**src/rtl/fmv_pkg.sv**
```systemverilog
`timescale 1ns/1ps
package fmv_pkg;
  localparam int DW        = 64;
  localparam int SW        = 32;
  localparam int S_EXP_W   = 8;
  localparam int S_FRAC_W  = 23;
  localparam int D_EXP_W   = 11;
  localparam int D_FRAC_W  = 52;
  localparam int FRAC_PAD  = D_FRAC_W - S_FRAC_W;           // 29
  localparam int S_BIAS    = 127;
  localparam int D_BIAS    = 1023;
  localparam int BIAS_ADJ  = D_BIAS - S_BIAS;               // 896
  localparam int CR_W      = 4;
  localparam int LZ_W      = $clog2(S_FRAC_W + 1);

  typedef struct packed {
    logic                sign;
    logic [S_EXP_W-1:0]  exp;
    logic [S_FRAC_W-1:0] frac;
  } sp_t;

  typedef struct packed {
    logic                sign;
    logic [D_EXP_W-1:0]  exp;
    logic [D_FRAC_W-1:0] frac;
  } dp_t;

  typedef enum logic [1:0] {
    K_SPECIAL = 2'd0,
    K_NORMAL  = 2'd1,
    K_ZERO    = 2'd2,
    K_DENORM  = 2'd3
  } sp_kind_e;
endpackage

```
**src/rtl/fmv_lzc.sv**
```systemverilog
`timescale 1ns/1ps
module fmv_lzc #(
  parameter int WIDTH = 23,
  parameter int CNT_W = $clog2(WIDTH + 1)
) (
  input  logic [WIDTH-1:0] vec,
  output logic [CNT_W-1:0] count
);
  // Scan from the bottom; the highest set bit writes last and wins.
  always_comb begin
    count = CNT_W'(WIDTH);
    for (int i = 0; i < WIDTH; i++) begin
      if (vec[i]) count = CNT_W'(WIDTH - 1 - i);
    end
  end
endmodule

```
**src/rtl/fmv_widen.sv**
```systemverilog
`timescale 1ns/1ps
module fmv_widen
  import fmv_pkg::*;
(
  input  logic [SW-1:0] sp_bits,
  output logic [DW-1:0] dp_bits
);
  sp_t                 sp;
  dp_t                 dp;
  sp_kind_e            kind;
  logic [LZ_W-1:0]     lz;
  logic [LZ_W-1:0]     shamt;
  logic [S_FRAC_W-1:0] norm_frac;

  assign sp = sp_t'(sp_bits);

  always_comb begin
    if (sp.exp == {S_EXP_W{1'b1}})      kind = K_SPECIAL;
    else if (sp.exp != '0)              kind = K_NORMAL;
    else if (sp.frac == '0)             kind = K_ZERO;
    else                                kind = K_DENORM;
  end

  fmv_lzc #(.WIDTH(S_FRAC_W), .CNT_W(LZ_W)) u_lzc (
    .vec   (sp.frac),
    .count (lz)
  );

  assign shamt     = lz + LZ_W'(1);
  assign norm_frac = sp.frac << shamt;

  always_comb begin
    dp.sign = sp.sign;
    dp.exp  = '0;
    dp.frac = '0;
    unique case (kind)
      K_SPECIAL: begin
        dp.exp  = {D_EXP_W{1'b1}};
        dp.frac = {sp.frac, {FRAC_PAD{1'b0}}};
      end
      K_NORMAL: begin
        dp.exp  = D_EXP_W'(sp.exp) + D_EXP_W'(BIAS_ADJ);
        dp.frac = {sp.frac, {FRAC_PAD{1'b0}}};
      end
      K_ZERO: begin
        dp.exp  = '0;
        dp.frac = '0;
      end
      K_DENORM: begin
        dp.exp  = D_EXP_W'(BIAS_ADJ) - D_EXP_W'(lz);
        dp.frac = {norm_frac, {FRAC_PAD{1'b0}}};
      end
      default: ;
    endcase
  end

  assign dp_bits = DW'(dp);
endmodule

```
**src/rtl/fmv_crgen.sv**
```systemverilog
`timescale 1ns/1ps
module fmv_crgen
  import fmv_pkg::*;
(
  input  logic [DW-1:0]   value,
  input  logic            so,
  output logic [CR_W-1:0] cr
);
  logic lt, gt, eq;
  assign lt = value[DW-1];
  assign eq = (value == '0);
  assign gt = !lt && !eq;
  assign cr = {lt, gt, eq, so};
endmodule

```
**src/rtl/fmv_gpr2fpr.sv**
```systemverilog
`timescale 1ns/1ps
module fmv_gpr2fpr
  import fmv_pkg::*;
(
  input  logic            clk,
  input  logic            rst_n,
  input  logic            in_valid,
  input  logic [63:0]     in_data,
  input  logic            in_single,
  input  logic            in_record,
  input  logic            in_so,
  output logic            out_valid,
  output logic [63:0]     out_data,
  output logic [3:0]      out_cr,
  output logic            out_cr_we
);
  logic [DW-1:0]   widened;
  logic [DW-1:0]   result;
  logic [CR_W-1:0] cr_next;

  fmv_widen u_widen (
    .sp_bits (in_data[SW-1:0]),
    .dp_bits (widened)
  );

  fmv_crgen u_crgen (
    .value (in_data),
    .so    (in_so),
    .cr    (cr_next)
  );

  assign result = in_single ? widened : in_data;

  always_ff @(posedge clk or negedge rst_n) begin
    if (!rst_n) begin
      out_valid <= 1'b0;
      out_cr_we <= 1'b0;
      out_data  <= '0;
      out_cr    <= '0;
    end else begin
      out_valid <= in_valid;
      out_cr_we <= in_valid && in_record;
      if (in_valid)              out_data <= result;
      if (in_valid && in_record) out_cr   <= cr_next;
    end
  end
endmodule

```
**config.mk**
```make
export PLATFORM = sky130hd
export DESIGN_NAME = fmv_gpr2fpr
export DESIGN_NICKNAME = d
export VERILOG_FILES = /design/src/rtl/fmv_pkg.sv /design/src/rtl/fmv_lzc.sv /design/src/rtl/fmv_widen.sv /design/src/rtl/fmv_crgen.sv /design/src/rtl/fmv_gpr2fpr.sv
export SDC_FILE = /design/constraint.sdc
export NUM_CORES = 1
export LEC_CHECK = 0
export BUFFER_PORTS_ARGS = -buffer_cell sky130_fd_sc_hd__clkbuf_2
export CAP_MARGIN = 5
export CORE_ASPECT_RATIO = 1.5
export CORE_MARGIN = 4
export CORE_UTILIZATION = 30
export DETAILED_ROUTE_END_ITERATION = 10
export MAX_ROUTING_LAYER = met4
export PLACE_DENSITY_LB_ADDON = 0.1
export SLEW_MARGIN = 25
export SYNTH_ARGS = -nofsm -noshare
export SYNTH_HDL_FRONTEND = slang
export SYNTH_SLANG_ARGS = --single-unit
```
**constraint.sdc**
```tcl
create_clock -name clk -period 1.7 [get_ports clk]
set_input_delay 0.34 -clock clk [delete_from_list [all_inputs] [get_ports clk]]
set_output_delay 0.34 -clock clk [all_outputs]
set_load 0.02 [all_outputs]
```
==> results by stage, run 1 <==
Run status:
- The run finished, with violations left.
- The final reports fail on hold timing, setup timing.

Worst setup path:
- The worst setup path is launched from a primary input.
- The category of the critical setup timing path is in2reg.
- For the worst flop-to-flop path, the logic depth is 3.
- The signal on the critical path passes through buf_8 -> nor4_4 -> o31a_1 -> o21ai_2 -> a311o_1 -> ha_4 -> buf_12 -> clkinv_8 -> o32a_1 -> o211ai_1 -> buf_4 -> o221ai_2 -> o21ai_1 -> a21oi_1 -> a211o_1.
- The required time of the critical path is 1.94 ns.
- The source of the worst register-to-register timing path is out_data[47].
- For flop-to-flop paths, the worst setup slack is 0.78 ns.
- The type of destination of the critical path is a register.
- The critical path data arrival time is 3.09 ns.
- The endpoint identified for the worst register-to-register timing path is out_data[47].
- In this run the worst path has a maximum fanout of 10.
- The cell with the largest stage delay on the worst path is a311o_1.
- On the worst path, the slowest cell contributes a delay of 0.34 ns.

Power and ir drop:
- The post-layout total power is 6.32 mW.
- IR analysis of the VDD net gives a maximum drop of 555 µV.
- The power density over cell area is 733 mW/mm².
- The static leakage is 3.85 nW.

Global route:
- The number of antenna violations at the first check in global routing is 0.
- The largest net degree at the start of global routing is 71.
- The wire length of the first global-routing pass is 39.3 mm.
- The global routing usage summed across all routing layers is 28.0%.
- The number of global-route vias before repair came to 6,346.
- After global routing the overflow that remains totals 0.

Clocking:
- TritonCTS created 9 clock buffers.
- The maximum root-to-sink buffer count is 2.
- The deepest level of the CTS H-tree is 3.
- The library cell used as clock root buffer is clkbuf_16.
- Clock-pin slew was measured on the worst setup and hold paths at 0.06 ns.
- The later pin in the worst-skew pair is clocked with a latency of 0.35 ns.
- The clock sink count is 70.
- TritonCTS built the clock tree.

STA:
- Setup violations remaining at the end of the flow were counted as 35.
- The final count of pins violating max slew is 0.
- At the pin with the least slew margin, the transition time is 0.610 ns.
- The count of final hold-check violations was 19.
- The worst hold slack is -0.0385 ns.
- The final worst clock skew is 0 ns.
- Measured against its own limit, the worst slew margin works out to 59.0%.
- The final critical-path setup slack is -1.15 ns.
- The fmax is 351 MHz.
- The share of the cycle needed by the critical path after routing is 168%.
- The post-layout minimum cycle time is 2.85 ns.
- Setup repair after global routing could not meet its margin everywhere.

Drt:
- The number of DRC violations after detailed routing is 0.
- The number of search-and-repair iterations in the first detailed-routing pass is 5.
- Detailed routing placed a total of 13.8 mm of wire on met2.
- The highest layer touched by signal routing is met4.
- The overall via count from detail_route is 6,242.
- The average wire per cell in the routed design is 24.3 µm.
- Once detail routing completed, the nets flagged for antenna violations numbered 0.
- The initial DRC count is 403.
- After detailed routing, the total wire length is 26.7 mm.
- The routed wire length on met3 is 1.38 mm.
- The met1 wire length is 10.5 mm.
- After detailed routing, the number of vias per cell comes to 5.67.

Floorplanning:
- The die footprint is 0.0193 mm².
- 140 I/O pins were placed.
- The die is 115 µm wide.
- The y dimension of the die is 168 µm.
- The floorplan has 58 rows.
- The area of the core is 0.0168 mm².
- The initial utilization of the core area, before any placement, comes to 30.6%.

Placed design:
- In this run the tool buffered the top-level ports with 139 buffer cells.
- The final estimated routing congestion in global placement is 0.926.
- After legalization and detailed placement, the total HPWL measured 20.1 mm.

Synth:
- The number of different library cells used by synthesis comes to 77.
- The share of synthesized flip-flops with an asynchronous set or reset is 100%.
- The average cell area after synthesis is 8.31 µm².
- Summing the sequential cell areas from Yosys gives 34.1% of the chip area.
- For this run, the number of Yosys warnings is 0.
- The number of enable-type register cells in the synthesized netlist is 0.
- The most used flip-flop cell after synthesis is dfrtp_1.
- The cell count after synthesis is 619.
- The number of flip-flops and latches in the synthesized netlist is 70.
- The cell area after synthesis is 0.00514 mm².
- The number of nets produced by synthesis is 691.

Cells and area:
- The area used by sequential logic in the layout is 0.00175 mm².
- Relative to the synthesized area, the layout overhead comes to 67.6%.
- The number of antenna repair diodes is 0.
- The multi-input combinational cells in the finished layout cover a total of 0.00381 mm².
- After filler insertion, the fill cell instance count of the layout stands at 1,618.
- At the end of the flow, the number of nets in the layout was 957.
- The fraction of the core area covered by cells at the end of the flow is 51.2%.
- The ratio of cells with drive above 1 in the final layout is 56.4%.

Min path:
- The class of the tightest hold or removal check is in2async.

Run:
- Across the run, the number of max-cap violations was 0.
[state kept, by name (all words and copies together) (netlist names)]
signal	flops
out_data	64
out_cr_we	1
out_cr	4
out_valid	1
[final cells by class]
type / count / share of cell area [%]
multi-input cells: 467 / 44.2
repair buffers: 322 / 28.2
flip-flops and latches: 70 / 20.3
well taps: 210 / 3.05
clock buffers: 9 / 2.61
inverters: 15 / 0.856
clock inverters: 7 / 0.769
[per-stage QoR]
stage | instances | setup slack [ns] | setup TNS, ns | area [µm²] | hold WS [ns]
floorplan | 619 | -1.42 | -37.38 | 5490 | 0.0444
global placement | 1055 | -1.94 | -51.99 | 7280 | 0.392
detailed placement | 1055 | -1.86 | -51.11 | 7280 | 0.400
CTS | 1088 | -1.10 | -29.18 | 8270 | 0.0119
global route | 1100 | -1.27 | -33.37 | 8620 | 0.00908
finish | 1100 | -1.15 | -30.39 | 8620 | -0.0385
[where the power goes]
group / internal [mW] / leakage [nW] / switching [mW] / total, mW
registers: 1.82 / 0.860 / 0.0925 / 1.92
logic: 1.08 / 2.86 / 1.39 / 2.47
clock network: 1.02 / 0.136 / 0.913 / 1.93
total: 3.92 / 3.85 / 2.40 / 6.32
[critical path, delay by kind of cell]
kind,cells,cell delay [ns]
simple gates,1,0.30
fa+ha+maj,1,0.31
compound gates,9,1.64
buf+inv,4,0.48
[kinds of logic (layout without fill, tap and decap cells)]
| logic type | after synthesis | in the layout | synth area share (%) |
|---|---|---|---|
| compound gates | 219 | 219 | 30.6 |
| flops | 70 | 70 | 34.1 |
| buf+inv | 82 | 353 | 6.45 |
| simple gates | 212 | 212 | 20.5 |
| xor+xnor | 3 | 3 | 0.657 |
| mux | 31 | 31 | 7.27 |
| fa+ha+maj | 2 | 2 | 0.486 |
[worst max path at each step]
stage                          start  depth (start not counted)      endpoint  slack (ns)
after floorplan           in_data[8]                         14  out_data[37]       -1.42
after global placement    in_data[5]                         14  out_data[34]       -1.94
after detailed placement  in_data[5]                         14  out_data[34]       -1.86
after CTS                 in_data[5]                         15  out_data[50]       -1.10
after global routing      in_data[5]                         15  out_data[50]       -1.27
final                     in_data[5]                         15  out_data[46]       -1.15
[placed cells by master (no fill, tap or decap), drive strengths merged, types with 8 or more instances in the layout]
master / Yosys / final
mux2: 11 / 11
buf: 17 / 189
nand3: 13 / 13
a31o: 23 / 23
a221oi: 17 / 17
mux2i: 16 / 16
o211ai: 8 / 8
clkbuf: 50 / 142
dfrtp: 70 / 70
nor2b: 28 / 28
a21oi: 53 / 53
nor2: 51 / 51
o31ai: 10 / 10
nor3: 16 / 16
nor4: 16 / 16
inv: 15 / 17
o21ai: 37 / 37
nand2: 55 / 55
a211oi: 10 / 10
[routing by layer]
layer | vias up | global-route usage (%)
met1 | 3072 | 32.5
met4 | 0 | 12.0
met5 | - | -
li1 | 2866 | -
met3 | 56 | 4.46
met2 | 248 | 47.2
[Yosys cell counts (all sizes together), types with 3 or more instances]
library cell	n	share of area [%]
a211oi	10	1.5
a21o	5	0.75
a21oi	53	5.4
a221oi	17	3.3
a22o	4	0.68
a22oi	3	0.44
a311o	3	0.58
a31o	23	3.9
a31oi	5	0.61
and3	3	0.36
buf	17	1.6
clkbuf	50	3.7
dfrtp	70	34
inv	15	1.1
mux2	11	2.4
mux2i	16	3.1
mux4	4	1.8
nand2	55	4.1
nand2b	5	0.61
nand3	13	1.3
nand4	5	0.61
nor2	51	3.9
nor2b	28	3.4
nor3	16	1.6
nor4	16	1.9
o211a	3	0.58
o211ai	8	1.2
o21ai	37	3.7
o221ai	6	1.0
o22ai	5	0.61
o2bb2ai	4	0.80
o311a	3	0.58
o311ai	3	0.51
o31ai	10	1.5
or2	5	0.61
or3	4	0.49
or4	5	0.73
[what timing repair did]
| action | 4_1_cts | 5_1_grt |
|---|---|---|
| hold buffers | 0 | 0 |
| pin swaps | 41 | 54 |
| setup buffers | 18 | 16 |
| gates resized for setup | 122 | 68 |
| setup endpoints to repair | 35 | 35 |
| gates cloned | 1 | 2 |
No activity file was read; power rests on OpenSTA's default activity.
==> inputs of run 2 (changes only) <==
--- a/config.mk
+++ b/config.mk
@@ -13,6 +13,7 @@
 export DETAILED_ROUTE_END_ITERATION = 10
 export MAX_ROUTING_LAYER = met4
 export PLACE_DENSITY_LB_ADDON = 0.1
+export SETUP_SLACK_MARGIN = 0.05
 export SLEW_MARGIN = 25
 export SYNTH_ARGS = -nofsm -noshare
 export SYNTH_HDL_FRONTEND = slang
==> run 2 against run 1 <==
  * The flow still finishes with violations (hold timing, setup timing)
  * Maximum frequency up 1.0%
  * Combinational power is essentially flat
  * Global-route usage shrank 0.11 points
  * Setup slack better by 0.029 ns
  * Final cell count fell by 0.18%
  * Utilization is essentially flat
  * Clock skew unchanged
  * Clock power hardly changed
  * Count of clock-buffer cells in the layout unchanged
  * Flip-flop and latch count unchanged
  * Critical path depth unchanged
  * First-iteration DRC count grew 7.9%
  * Critical endpoint is now out_data[50]
==> results by stage, run 2 (synthesis gave the netlist of run 1 again) <==
Run status:
- The run finished, with violations left.
- The checks that failed: hold timing, setup timing.

Power and ir drop:
- The switching component of the power is 2.41 mW.
- The post-layout total power is 6.33 mW.
- The switching share of power is 38.0%.
- The static leakage is 3.85 nW.
- Internal power comes to 3.92 mW.
- The combinational cell fraction of total power is 39.2%.
- For this design the ratio of total power to cell area is 734 mW/mm².
- The power share of the clock group is 30.5%.
- Per report_power, the sequential group accounts for 30.3% of the total.
- VDD sags by at most 558 µV.

STA:
- Adding up every negative setup slack in the final design gives -31.42 ns.
- The total setup violations reported at the end of the flow is 35.
- The worst hold slack is -0.00905 ns.
- The final count of pins violating max slew is 0.
- The fmax is 354 MHz.
- Setup slack on the critical path of the routed design comes to -1.12 ns.
- The final worst clock skew is 0 ns.
- The count of final hold-check violations came to 7.
- The post-layout minimum cycle time is 2.82 ns.
- The transition time at the pin with the least slew margin is 0.502 ns.
- In the finished design, the share of the clock period the worst path needs comes to 166%.
- The headroom to the max-slew limit is 66.2%.
- Setup repair after global routing could not meet its margin everywhere.

Global route:
- Global routing finished with a remaining overflow of 0.
- The number of global-route vias before repair is 6,317.
- The wire length of the first global-routing pass is 39.2 mm.
- Global routing used 27.9% of the available tracks.
- Entering global routing, the biggest net connects 71 pins.
- The number of antenna violations at the first check in global routing is 0.

Worst setup path:
- The largest single stage delay on the critical path is 0.34 ns.
- The highest fanout seen on the critical path is 8.
- The type of destination of the critical path is a register.
- Together, buffers and inverters on the worst path number 3.
- For the worst setup path, the data arrival time is 3.08 ns.
- The start point of the critical path is in_data[5].
- The sort of element at the start of the critical path is a primary input.
- The number of gates on the worst path with buffers counted is 15.
- The worst register-to-register path has a depth of 3.
- The required time of the critical path is 1.96 ns.
- The largest delay contributor family on the critical path is compound AO/OA/AOI/OAI gates.
- The signal on the critical path passes through buf_8 -> nor4_4 -> o31a_1 -> o21ai_2 -> a311o_1 -> ha_4 -> buf_12 -> buf_12 -> nor2_1 -> o21a_1 -> mux2i_1 -> nand4_1 -> o31ai_4 -> a31oi_1 -> o31ai_2.
- The category of the critical setup timing path is in2reg.
- The source of the worst register-to-register timing path is out_data[47].
- For this design, the slowest cell found on the critical path is a311o_1.
- The dominant cell type by count on the critical path is buf_12.

Run:
- Max-cap violations in this run came to 0.

Drt:
- The number of DRC violations after detailed routing is 0.
- The initial DRC count is 435.
- The met1 wire length is 10.5 mm.
- The overall via count from detail_route is 6,278.
- Once detail routing completed, the nets flagged for antenna violations numbered 0.
- Detailed routing placed a total of 1.43 mm of wire on met3.
- Wires add up to 26.8 mm.
- After detailed routing, no signal wire sits above met4.
- The post-detailed-route via-to-cell ratio is 5.72.
- The number of search-and-repair iterations in the first detailed-routing pass is 7.
- The average wire per cell in the routed design is 24.4 µm.
- Summed over all nets, wire length on met2 after detailed routing comes to 13.8 mm.

Cells and area:
- The register with the most flip-flops in the layout has 64 of them.
- Of the cells placed in the final design, the portion with a size suffix greater than 1 is 56.2%.
- 0 antenna diodes ended up in the layout.
- The library cell used most frequently in the layout, excluding fill and tap cells, is buf_4.
- The net count of the finished layout is 955.
- Compared with the post-synthesis result, the final layout area differs by 67.6%.
- out_data holds more flip-flops than any other register.
- In the layout the commonest cells are buf_4, clkbuf_2, dfrtp_1, nand2_1, nor2_1.
- Counting the fill cells in the layout gives 1,621.
- The largest registers in the layout are out_data: 64 flops, out_cr: 4 flops.
- The cell area after layout is 0.00862 mm².

Floorplanning:
- The floorplan has 58 rows.
- The y dimension of the die is 168 µm.
- The floorplan step defined a core boundary enclosing 0.0168 mm².
- During I/O placement, the number of pins put on the boundary was 140.
- The floorplan die width is 115 µm.
- The initial utilization of the core area, before any placement, comes to 30.6%.
- The die footprint is 0.0193 mm².

Min path:
- The class of the tightest hold or removal check is in2async.

Placed design:
- The cell area after placement is 0.00728 mm².
- The final estimated routing congestion in global placement is 0.926.
- The count of buffers added on input and output ports is 139.
- The worst slack after detailed placement is -1.86 ns.
- Detailed placement finished with a half-perimeter wire length of 20.1 mm.

Clocking:
- TritonCTS built the clock tree.
- The clock transition time at the flip-flop clock pins of the worst setup and hold paths is 0.07 ns.
- The tree is rooted in a clkbuf_16.
- The H-tree generated during clock tree synthesis spans 3 levels.
- Counting every sink on the clock net gives 70.
- Counting the buffers created by CTS gives 9.
- The longest clock path from root to sink contains 2 buffers.
- The clock latency reported for the late side of the worst-skew pair is 0.35 ns.
[run 2: final timing paths]
path / end / slack (ns)
setup / recovery: out_data[50] / -1.12
hold / removal: out_data[8] / -0.009
setup reg to reg: out_data[47] / 0.76
hold reg to reg: out_data[16] / 0.48
max in group asynchronous: out_data[2] / 1.38
min in group clk: out_cr[0] / 0.22
[run 2: area by class of cell]
cell class	count	area, µm²	share of cell area (%)
timing repair buffer	319	2380	27.6
inverter	15	76.3	0.886
tap	210	263	3.05
multi-input combinational	467	3840	44.6
sequential	70	1750	20.3
timing repair inverter	1	11.3	0.131
clock inverter	7	66.3	0.769
clock buffer	9	225	2.61
[run 2: what timing repair did]
action	4_1_cts	5_1_grt
hold buffers	0	0
setup buffers	14	14
setup endpoints to repair	35	35
resized for setup	108	79
gates cloned	1	2
pin swaps	34	41
[run 2: metrics by stage]
| stage | instances | util, % |
|---|---|---|
| after floorplan | 619 | - |
| after global placement | 1055 | 43.3 |
| after detailed placement | 1055 | 43.3 |
| after CTS | 1086 | 48.6 |
| after global routing | 1098 | 51.2 |
| final | 1098 | 51.2 |
[run 2: power groups by stage]
stage	sequential, mW	clock, mW	combinational [mW]
2_1_floorplan	2.13	0	0.958
5_1_grt	1.93	2.03	2.62
3_5_place_dp	1.94	0	2.09
4_1_cts	1.92	1.99	2.29
6_report	1.92	1.93	2.48
3_3_place_gp	1.94	0	2.10
[run 2: per-layer routing]
layer,global-route usage (%),up-vias
met5,-,-
met4,11.4,0
met3,4.71,74
met2,47.3,259
met1,32.2,3091
li1,-,2854
[run 2: worst reg2reg max path, cell delays in order, from the launching register on]
cell	delay [ns]
dfrtp_1	0.41
o21ai_0	0.10
a41o_1	0.20
a31oi_1	0.15
